File: config.mk
export PLATFORM = sky130hd
export DESIGN_NAME = calibScaler
export DESIGN_NICKNAME = d
export VERILOG_FILES = /design/src/rtl/calibPkg.sv /design/src/rtl/calibCtrl.sv /design/src/rtl/calibDatapath.sv /design/src/rtl/calibScaler.sv
export SDC_FILE = /design/constraint.sdc
export NUM_CORES = 1
export LEC_CHECK = 0
export ABC_AREA = 1
export BUFFER_PORTS_ARGS = -buffer_cell sky130_fd_sc_hd__buf_2
export CELL_PAD_IN_SITES_DETAIL_PLACEMENT = 0
export CELL_PAD_IN_SITES_GLOBAL_PLACEMENT = 1
export CORE_AREA = 4 4 223 225
export CTS_CLUSTER_SIZE = 14
export DETAILED_ROUTE_END_ITERATION = 10
export DIE_AREA = 0 0 227 229
export PLACE_DENSITY_LB_ADDON = 0.1
export SKIP_LAST_GASP = 1
export SYNTH_ARGS = -nofsm -noshare
export SYNTH_HDL_FRONTEND = slang
export SYNTH_SLANG_ARGS = --single-unit
export TNS_END_PERCENT = 10
File: constraint.sdc
create_clock -name clk -period 11.47 [get_ports clk]
set_input_delay 1.147 -clock clk [delete_from_list [all_inputs] [get_ports clk]]
set_output_delay 1.147 -clock clk [all_outputs]
set_load 0.02 [all_outputs]
File: src/rtl/calibPkg.sv
package calibPkg;

  // Strobes issued by the sequencer to the arithmetic datapath
  typedef struct packed {
    logic load;   // capture operands, set up the first product
    logic step;   // one shift-add iteration
    logic mid;    // normalise stage one, set up the second product
    logic fin;    // normalise stage two, register the outputs
  } calStrobeT;

  typedef enum logic [2:0] {
    ST_IDLE,
    ST_MUL1,
    ST_MID,
    ST_MUL2,
    ST_FIN
  } calStateT;

endpackage

File: src/rtl/calibCtrl.sv
module calibCtrl
  import calibPkg::*;
#(
  parameter int COEF_W = 24,
  parameter int BUDGET = 163
) (
  input  logic      clk,
  input  logic      rstN,
  input  logic      start,
  output calStrobeT strb,
  output logic      busy,
  output logic      done
);

  localparam int CNT_W = $clog2(COEF_W);
  localparam int LAT_W = $clog2(BUDGET) + 2;
  localparam logic [CNT_W-1:0] LAST_STEP = CNT_W'(COEF_W - 1);

  calStateT         stateQ, stateD;
  logic [CNT_W-1:0] cntQ;
  logic             doneQ;
  logic             lastStep;

  assign lastStep = (cntQ == LAST_STEP);

  always_comb begin
    strb   = '0;
    stateD = stateQ;
    unique case (stateQ)
      ST_IDLE: if (start) begin
        strb.load = 1'b1;
        stateD    = ST_MUL1;
      end
      ST_MUL1: begin
        strb.step = 1'b1;
        if (lastStep) stateD = ST_MID;
      end
      ST_MID: begin
        strb.mid = 1'b1;
        stateD   = ST_MUL2;
      end
      ST_MUL2: begin
        strb.step = 1'b1;
        if (lastStep) stateD = ST_FIN;
      end
      ST_FIN: begin
        strb.fin = 1'b1;
        stateD   = ST_IDLE;
      end
      default: stateD = ST_IDLE;
    endcase
  end

  always_ff @(posedge clk or negedge rstN) begin
    if (!rstN) begin
      stateQ <= ST_IDLE;
      cntQ   <= '0;
      doneQ  <= 1'b0;
    end else begin
      stateQ <= stateD;
      doneQ  <= (stateQ == ST_FIN);
      if (strb.step) cntQ <= lastStep ? '0 : cntQ + 1'b1;
      else           cntQ <= '0;
    end
  end

  assign busy = (stateQ != ST_IDLE);
  assign done = doneQ;

  // Latency watch for the budget check (cycles since the accepted start)
  logic [LAT_W-1:0] latQ;
  always_ff @(posedge clk or negedge rstN) begin
    if (!rstN)          latQ <= '0;
    else if (strb.load) latQ <= LAT_W'(1);
    else if (busy)      latQ <= latQ + 1'b1;
  end

  p_budget_r10: assert property (@(posedge clk) disable iff (!rstN)
    busy |-> (latQ < LAT_W'(BUDGET)))
    else $error("job exceeded the scaling budget");

  p_done_pulse_r8: assert property (@(posedge clk) disable iff (!rstN)
    done |=> !done)
    else $error("done held longer than one cycle");

  p_done_idle_r11: assert property (@(posedge clk) disable iff (!rstN)
    done |-> !busy)
    else $error("done while still busy");

  p_busy_start_r9: assert property (@(posedge clk) disable iff (!rstN)
    (busy && stateQ != ST_FIN && start) |=> busy)
    else $error("start during a job ended it early");

endmodule

File: src/rtl/calibDatapath.sv
module calibDatapath
  import calibPkg::*;
#(
  parameter int DATA_W   = 24,
  parameter int NARROW_W = 16,
  parameter int NORM_SH  = 21
) (
  input  logic              clk,
  input  logic              rstN,
  input  calStrobeT         strb,
  input  logic [DATA_W-1:0] rawCode,
  input  logic [DATA_W-1:0] globalZero,
  input  logic [DATA_W-1:0] globalGain,
  input  logic [DATA_W-1:0] chanZero,
  input  logic [DATA_W-1:0] chanGain,
  input  logic              bipolar,
  input  logic              clampEn,
  input  logic              narrow,
  output logic [DATA_W-1:0] dataOut,
  output logic              signFlag,
  output logic              ovrFlag
);

  localparam int ACC_W = 2 * DATA_W + 8;
  localparam int MAG_W = DATA_W - 2;
  localparam int PAD_W = DATA_W - NARROW_W;
  localparam logic signed [ACC_W-1:0] BIAS_N = ACC_W'((64'd1 << NORM_SH) - 64'd1);
  localparam logic signed [ACC_W-1:0] BIAS_W = ACC_W'((64'd1 << (NORM_SH + 1)) - 64'd1);
  localparam logic signed [ACC_W-1:0] MID_OFF = ACC_W'(64'd1 << (DATA_W - 1));

  logic signed [ACC_W-1:0] mcandQ, accQ;
  logic [DATA_W-1:0]       mplierQ;
  logic [DATA_W-1:0]       chGainQ, chZeroQ;
  logic                    bipQ, clampQ, narrowQ;

  // Division by a power of two, rounding toward zero
  function automatic logic signed [ACC_W-1:0] truncShift(
    input logic signed [ACC_W-1:0] v,
    input logic                    wide
  );
    logic signed [ACC_W-1:0] t;
    t = v;
    if (t[ACC_W-1]) t = t + (wide ? BIAS_W : BIAS_N);
    return wide ? (t >>> (NORM_SH + 1)) : (t >>> NORM_SH);
  endfunction

  // Stage one operand: raw minus global zero, sign extended
  logic signed [DATA_W:0]  diff;
  logic signed [ACC_W-1:0] diffExt;
  assign diff    = $signed({1'b0, rawCode}) - $signed({1'b0, globalZero});
  assign diffExt = {{(ACC_W - DATA_W - 1){diff[DATA_W]}}, diff};

  // Channel offset decode: sign in the top bit, magnitude in the low bits
  logic signed [ACC_W-1:0] magExt, chOff;
  assign magExt = {{(ACC_W - MAG_W){1'b0}}, chZeroQ[MAG_W-1:0]};
  assign chOff  = chZeroQ[DATA_W-1] ? magExt : -magExt;

  // Stage two operand
  logic signed [ACC_W-1:0] q1, s2;
  assign q1 = truncShift(accQ, bipQ);
  assign s2 = q1 + (bipQ ? MID_OFF : '0) - chOff;

  // Final normalisation and range handling
  logic signed [ACC_W-1:0] fullRes;
  logic                    isNeg, isOver;
  logic [DATA_W-1:0]       wideVal, outVal;
  assign fullRes = truncShift(accQ, 1'b0);
  assign isNeg   = fullRes[ACC_W-1];
  assign isOver  = !isNeg && (|fullRes[ACC_W-2:DATA_W]);

  always_comb begin
    wideVal = fullRes[DATA_W-1:0];
    if (clampQ) begin
      if (isNeg)       wideVal = '0;
      else if (isOver) wideVal = '1;
    end
  end

  generate
    if (PAD_W > 0) begin : g_pad
      assign outVal = narrowQ ? {{PAD_W{1'b0}}, wideVal[DATA_W-1 -: NARROW_W]} : wideVal;
    end else begin : g_nopad
      assign outVal = wideVal;
    end
  endgenerate

  always_ff @(posedge clk or negedge rstN) begin
    if (!rstN) begin
      mcandQ   <= '0;
      accQ     <= '0;
      mplierQ  <= '0;
      chGainQ  <= '0;
      chZeroQ  <= '0;
      bipQ     <= 1'b0;
      clampQ   <= 1'b0;
      narrowQ  <= 1'b0;
      dataOut  <= '0;
      signFlag <= 1'b0;
      ovrFlag  <= 1'b0;
    end else begin
      if (strb.load) begin
        mcandQ  <= diffExt;
        mplierQ <= globalGain;
        accQ    <= '0;
        chGainQ <= chanGain;
        chZeroQ <= chanZero;
        bipQ    <= bipolar;
        clampQ  <= clampEn;
        narrowQ <= narrow;
      end
      if (strb.step) begin
        if (mplierQ[0]) accQ <= accQ + mcandQ;
        mcandQ  <= mcandQ <<< 1;
        mplierQ <= mplierQ >> 1;
      end
      if (strb.mid) begin
        mcandQ  <= s2;
        mplierQ <= chGainQ;
        accQ    <= '0;
      end
      if (strb.fin) begin
        dataOut  <= outVal;
        signFlag <= isNeg;
        ovrFlag  <= isOver;
      end
    end
  end

  p_drained_r2: assert property (@(posedge clk) disable iff (!rstN)
    (strb.mid || strb.fin) |-> (mplierQ == '0))
    else $error("product finished with multiplier bits left");

  p_flags_excl_r6: assert property (@(posedge clk) disable iff (!rstN)
    !(signFlag && ovrFlag))
    else $error("sign and overrange both set");

  p_clamp_hi_r5: assert property (@(posedge clk) disable iff (!rstN)
    (strb.fin && clampQ && !narrowQ && isOver) |=> (dataOut == '1))
    else $error("overrange not saturated");

  p_clamp_lo_r5: assert property (@(posedge clk) disable iff (!rstN)
    (strb.fin && clampQ && isNeg) |=> (dataOut == '0))
    else $error("negative not saturated");

  p_narrow_pad_r7: assert property (@(posedge clk) disable iff (!rstN)
    (strb.fin && narrowQ) |=> (dataOut[DATA_W-1 -: PAD_W] == '0))
    else $error("narrow word has upper bits set");

  p_hold_r8: assert property (@(posedge clk) disable iff (!rstN)
    !strb.fin |=> $stable(dataOut))
    else $error("result changed outside completion");

endmodule

File: src/rtl/calibScaler.sv
module calibScaler
  import calibPkg::*;
#(
  parameter int DATA_W   = 24,
  parameter int NARROW_W = 16,
  parameter int NORM_SH  = 21,
  parameter int BUDGET   = 163
) (
  input  logic              clk,
  input  logic              rstN,
  input  logic              start,
  input  logic [DATA_W-1:0] rawCode,
  input  logic [DATA_W-1:0] globalZero,
  input  logic [DATA_W-1:0] globalGain,
  input  logic [DATA_W-1:0] chanZero,
  input  logic [DATA_W-1:0] chanGain,
  input  logic              bipolar,
  input  logic              clampEn,
  input  logic              narrow,
  output logic              busy,
  output logic              done,
  output logic [DATA_W-1:0] dataOut,
  output logic              signFlag,
  output logic              ovrFlag
);

  calStrobeT strb;

  calibCtrl #(
    .COEF_W (DATA_W),
    .BUDGET (BUDGET)
  ) uCtrl (
    .clk   (clk),
    .rstN  (rstN),
    .start (start),
    .strb  (strb),
    .busy  (busy),
    .done  (done)
  );

  calibDatapath #(
    .DATA_W   (DATA_W),
    .NARROW_W (NARROW_W),
    .NORM_SH  (NORM_SH)
  ) uPath (
    .clk        (clk),
    .rstN       (rstN),
    .strb       (strb),
    .rawCode    (rawCode),
    .globalZero (globalZero),
    .globalGain (globalGain),
    .chanZero   (chanZero),
    .chanGain   (chanGain),
    .bipolar    (bipolar),
    .clampEn    (clampEn),
    .narrow     (narrow),
    .dataOut    (dataOut),
    .signFlag   (signFlag),
    .ovrFlag    (ovrFlag)
  );

endmodule

==> results.sh <==
export IMPL_final_hold_viol_count=0
export IMPL_status="completed"
export IMPL_skew_ns=0.0194
export IMPL_grt_pass1_vias=23900
export IMPL_num_rows=80
export IMPL_coreArea_um2=47500
export IMPL_finalSetupViolCount=0
export IMPL_cts_hold_buf=0
export IMPL_ys_types=62
export IMPL_yosysMostFrequentCell="nand2_1"
export IMPL_die_area_um2=52000
export IMPL_multi_input_area_um2=15000
export IMPL_ys_top_cells_by_area="dfrtp_1, nand2_1, ha_1, inv_1, a21oi_1"
export IMPL_reg2reg_depth=25
export IMPL_antenna_found_initial=2
export IMPL_post_cts_resized=0
export IMPL_drt_total_wl_um=88500
export IMPL_cpMostUsedCell="nand2_1"
export IMPL_drv_cap=0
export IMPL_relSlewSlack=0.204
export IMPL_postSynth_asyncResetShare=1.00
export IMPL_num_vias=25300
export IMPL_max_freq_ghz=0.166
export IMPL_cts_buffers=28
export IMPL_route_detailed_drc=0
export IMPL_clock_path_buffers=3
export IMPL_initial_core_util=0.476
export IMPL_antenna_diode_count=0
export IMPL_fill_cells=4793
export IMPL_area_delta_synth_final_pct=9.78
export IMPL_root_buffer="clkbuf_16"
export IMPL_avgSynthCellArea_um2=6.22
export IMPL_rsz0062_at_grt="false"
export IMPL_cts_setup_buffers=0
export IMPL_synthCells=3639
export IMPL_clkLatencyLatePin_ns=0.58
export IMPL_ant_nets=0
export IMPL_cts_tree="done"
export IMPL_crit_fanout=15
export IMPL_yosysWarnings=0
export IMPL_vias_per_cell=5.82
export IMPL_cpPeakStageDelay_ns=0.59
export IMPL_ys_seq_elements=221
export IMPL_yosysTopAreaCellShare=0.244
export IMPL_die_h_um=229
export IMPL_num_io_pins=154
export IMPL_die_w_um=227
export IMPL_syn_area_um2=22600
export IMPL_synth_edf_count=0
export IMPL_worst_pin_slew_ns=1.19
export IMPL_tns_ns=0
export IMPL_port_buffer_count=152
export IMPL_dr_wl_met2_um=39800
export IMPL_clk_pin_slew_ns=0.06
export IMPL_gp_congestion=1.02
export IMPL_crit_slowest_cell="o21ai_0"
export IMPL_hold_ws_ns=0.465
export IMPL_grt_pass1_wl_um=135000
export IMPL_crit_type="reg2reg"
export IMPL_clkSinkCount=221
export IMPL_cp_arrival_ns=6.52
export IMPL_regArea_um2=5530
export IMPL_holdPathStages=2
export IMPL_worstSetupEndpointType="flop"
export IMPL_start_kind="flop"
export IMPL_yosysSeqAreaShare=0.244
export IMPL_routed_top_layer="met5"
export IMPL_syn_nets=3906
export IMPL_synth_flop_cell="dfrtp_1"
export IMPL_overflow=0
export IMPL_routedWlPerCell_um=20.3
export IMPL_finalCritPeriodShare=0.524
export IMPL_drv_slew=0
export IMPL_met1_length_um=37900
export IMPL_drtIter0Drc=2506
export IMPL_place_hpwl_um=70400
export IMPL_wl_met3_um=7510
export IMPL_layout_min_cycle_time_ns=6.01
export IMPL_dr_pass1_iters=6
export IMPL_hold_path_class="reg2reg"
export IMPL_yosysTopAreaCell="dfrtp_1"
export IMPL_grt_max_degree=103
export IMPL_post_route_util=0.522
export IMPL_final_nets=3983
export IMPL_grt_total_usage=0.329
export IMPL_cp_required_ns=11.98
export IMPL_drive_gt1_frac=0.0851
export IMPL_cts_max_level=1
export IMPL_synthTopCellsByCount="nand2_1, inv_1, nor2_1"
[layout by cell type, fill, tap and decap left out, types with 21 or more instances in the layout]
cell type / n
a21oi_1: 305
xor2_1: 77
xnor2_1: 38
a31oi_1: 65
or2_2: 21
o21ai_0: 292
buf_2: 151
inv_1: 417
clkbuf_16: 28
nand3_1: 189
nor3_1: 45
nand2_1: 989
dfrtp_1: 221
nand4_1: 47
ha_1: 138
nor2_1: 392
o21bai_1: 37
[cell type report]
type | count | share of cell area
Sequential cell | 221 | 0.223
Tap cell | 615 | 0.0310
Clock buffer | 37 | 0.0316
Timing Repair Buffer | 170 | 0.0365
Inverter | 431 | 0.0652
Clock inverter | 15 | 0.00977
Multi-Input combinational cell | 2864 | 0.603
[metal layers]
metal,GRT usage,up-vias
li1,-,12200
met1,0.461,11900
met2,0.526,1090
met3,0.0474,171
met4,0.101,4
met5,0,-
[worst paths after layout]
kind / start / endpoint / slack, ns
max reg2reg: uPath.accQ[20] / uPath.mcandQ[46] / 5.46
max in group asynchronous: rstN / uPath.chZeroQ[20] / 8.63
min reg2reg: uPath.chGainQ[17] / uPath.chGainQ[17] / 0.47
min: uPath.chGainQ[17] / uPath.chGainQ[17] / 0.47
min in group asynchronous: rstN / uCtrl.cntQ[4] / 0.52
max: uPath.accQ[20] / uPath.mcandQ[46] / 5.46
[flip-flops by register name, indices dropped and copies added, names as in the netlist]
register and flops:
uCtrl.cntQ 5, uCtrl.done 1, uCtrl.stateQ 3, uPath.accQ 56, uPath.bipQ 1, uPath.chGainQ 24, uPath.chZeroQ 23, uPath.clampQ 1
uPath.dataOut 24, uPath.mcandQ 56, uPath.mplierQ 24, uPath.narrowQ 1, uPath.ovrFlag 1, uPath.signFlag 1
[stage by stage]
step,area (um2),worst slack (ns),instances
floorplan,22600,7.43,3639
global placement,23800,5.73,4301
detailed placement,23800,5.64,4301
global route,24800,5.18,4353
finish,24800,5.46,4353
CTS,24800,5.62,4353
[kinds of logic (layout without fill, tap and decap cells)]
group | count (synthesis) | count (layout) | synth area share
and+or+nand+nor | 1769 | 1769 | 0.328
muxes | 2 | 2 | 0.000885
adders and majority gates | 141 | 141 | 0.0790
buffers and inverters | 554 | 653 | 0.0950
AOI/OAI and AO/OA | 837 | 837 | 0.208
xor gates and xnor gates | 115 | 115 | 0.0445
DFF | 221 | 221 | 0.244
[critical path: cells and delay by family (launching register included)]
kind | cells | cell delay [ns]
adders and majority gates | 1 | 0.44
AOI/OAI and AO/OA | 5 | 2.05
and+or+nand+nor | 16 | 2.50
xor gates and xnor gates | 1 | 0.18
DFF | 1 | 0.52
buffers and inverters | 2 | 0.25
Power is not shown: default switching activity piles up to over one toggle a cycle in this logic, so the estimate is an artifact.
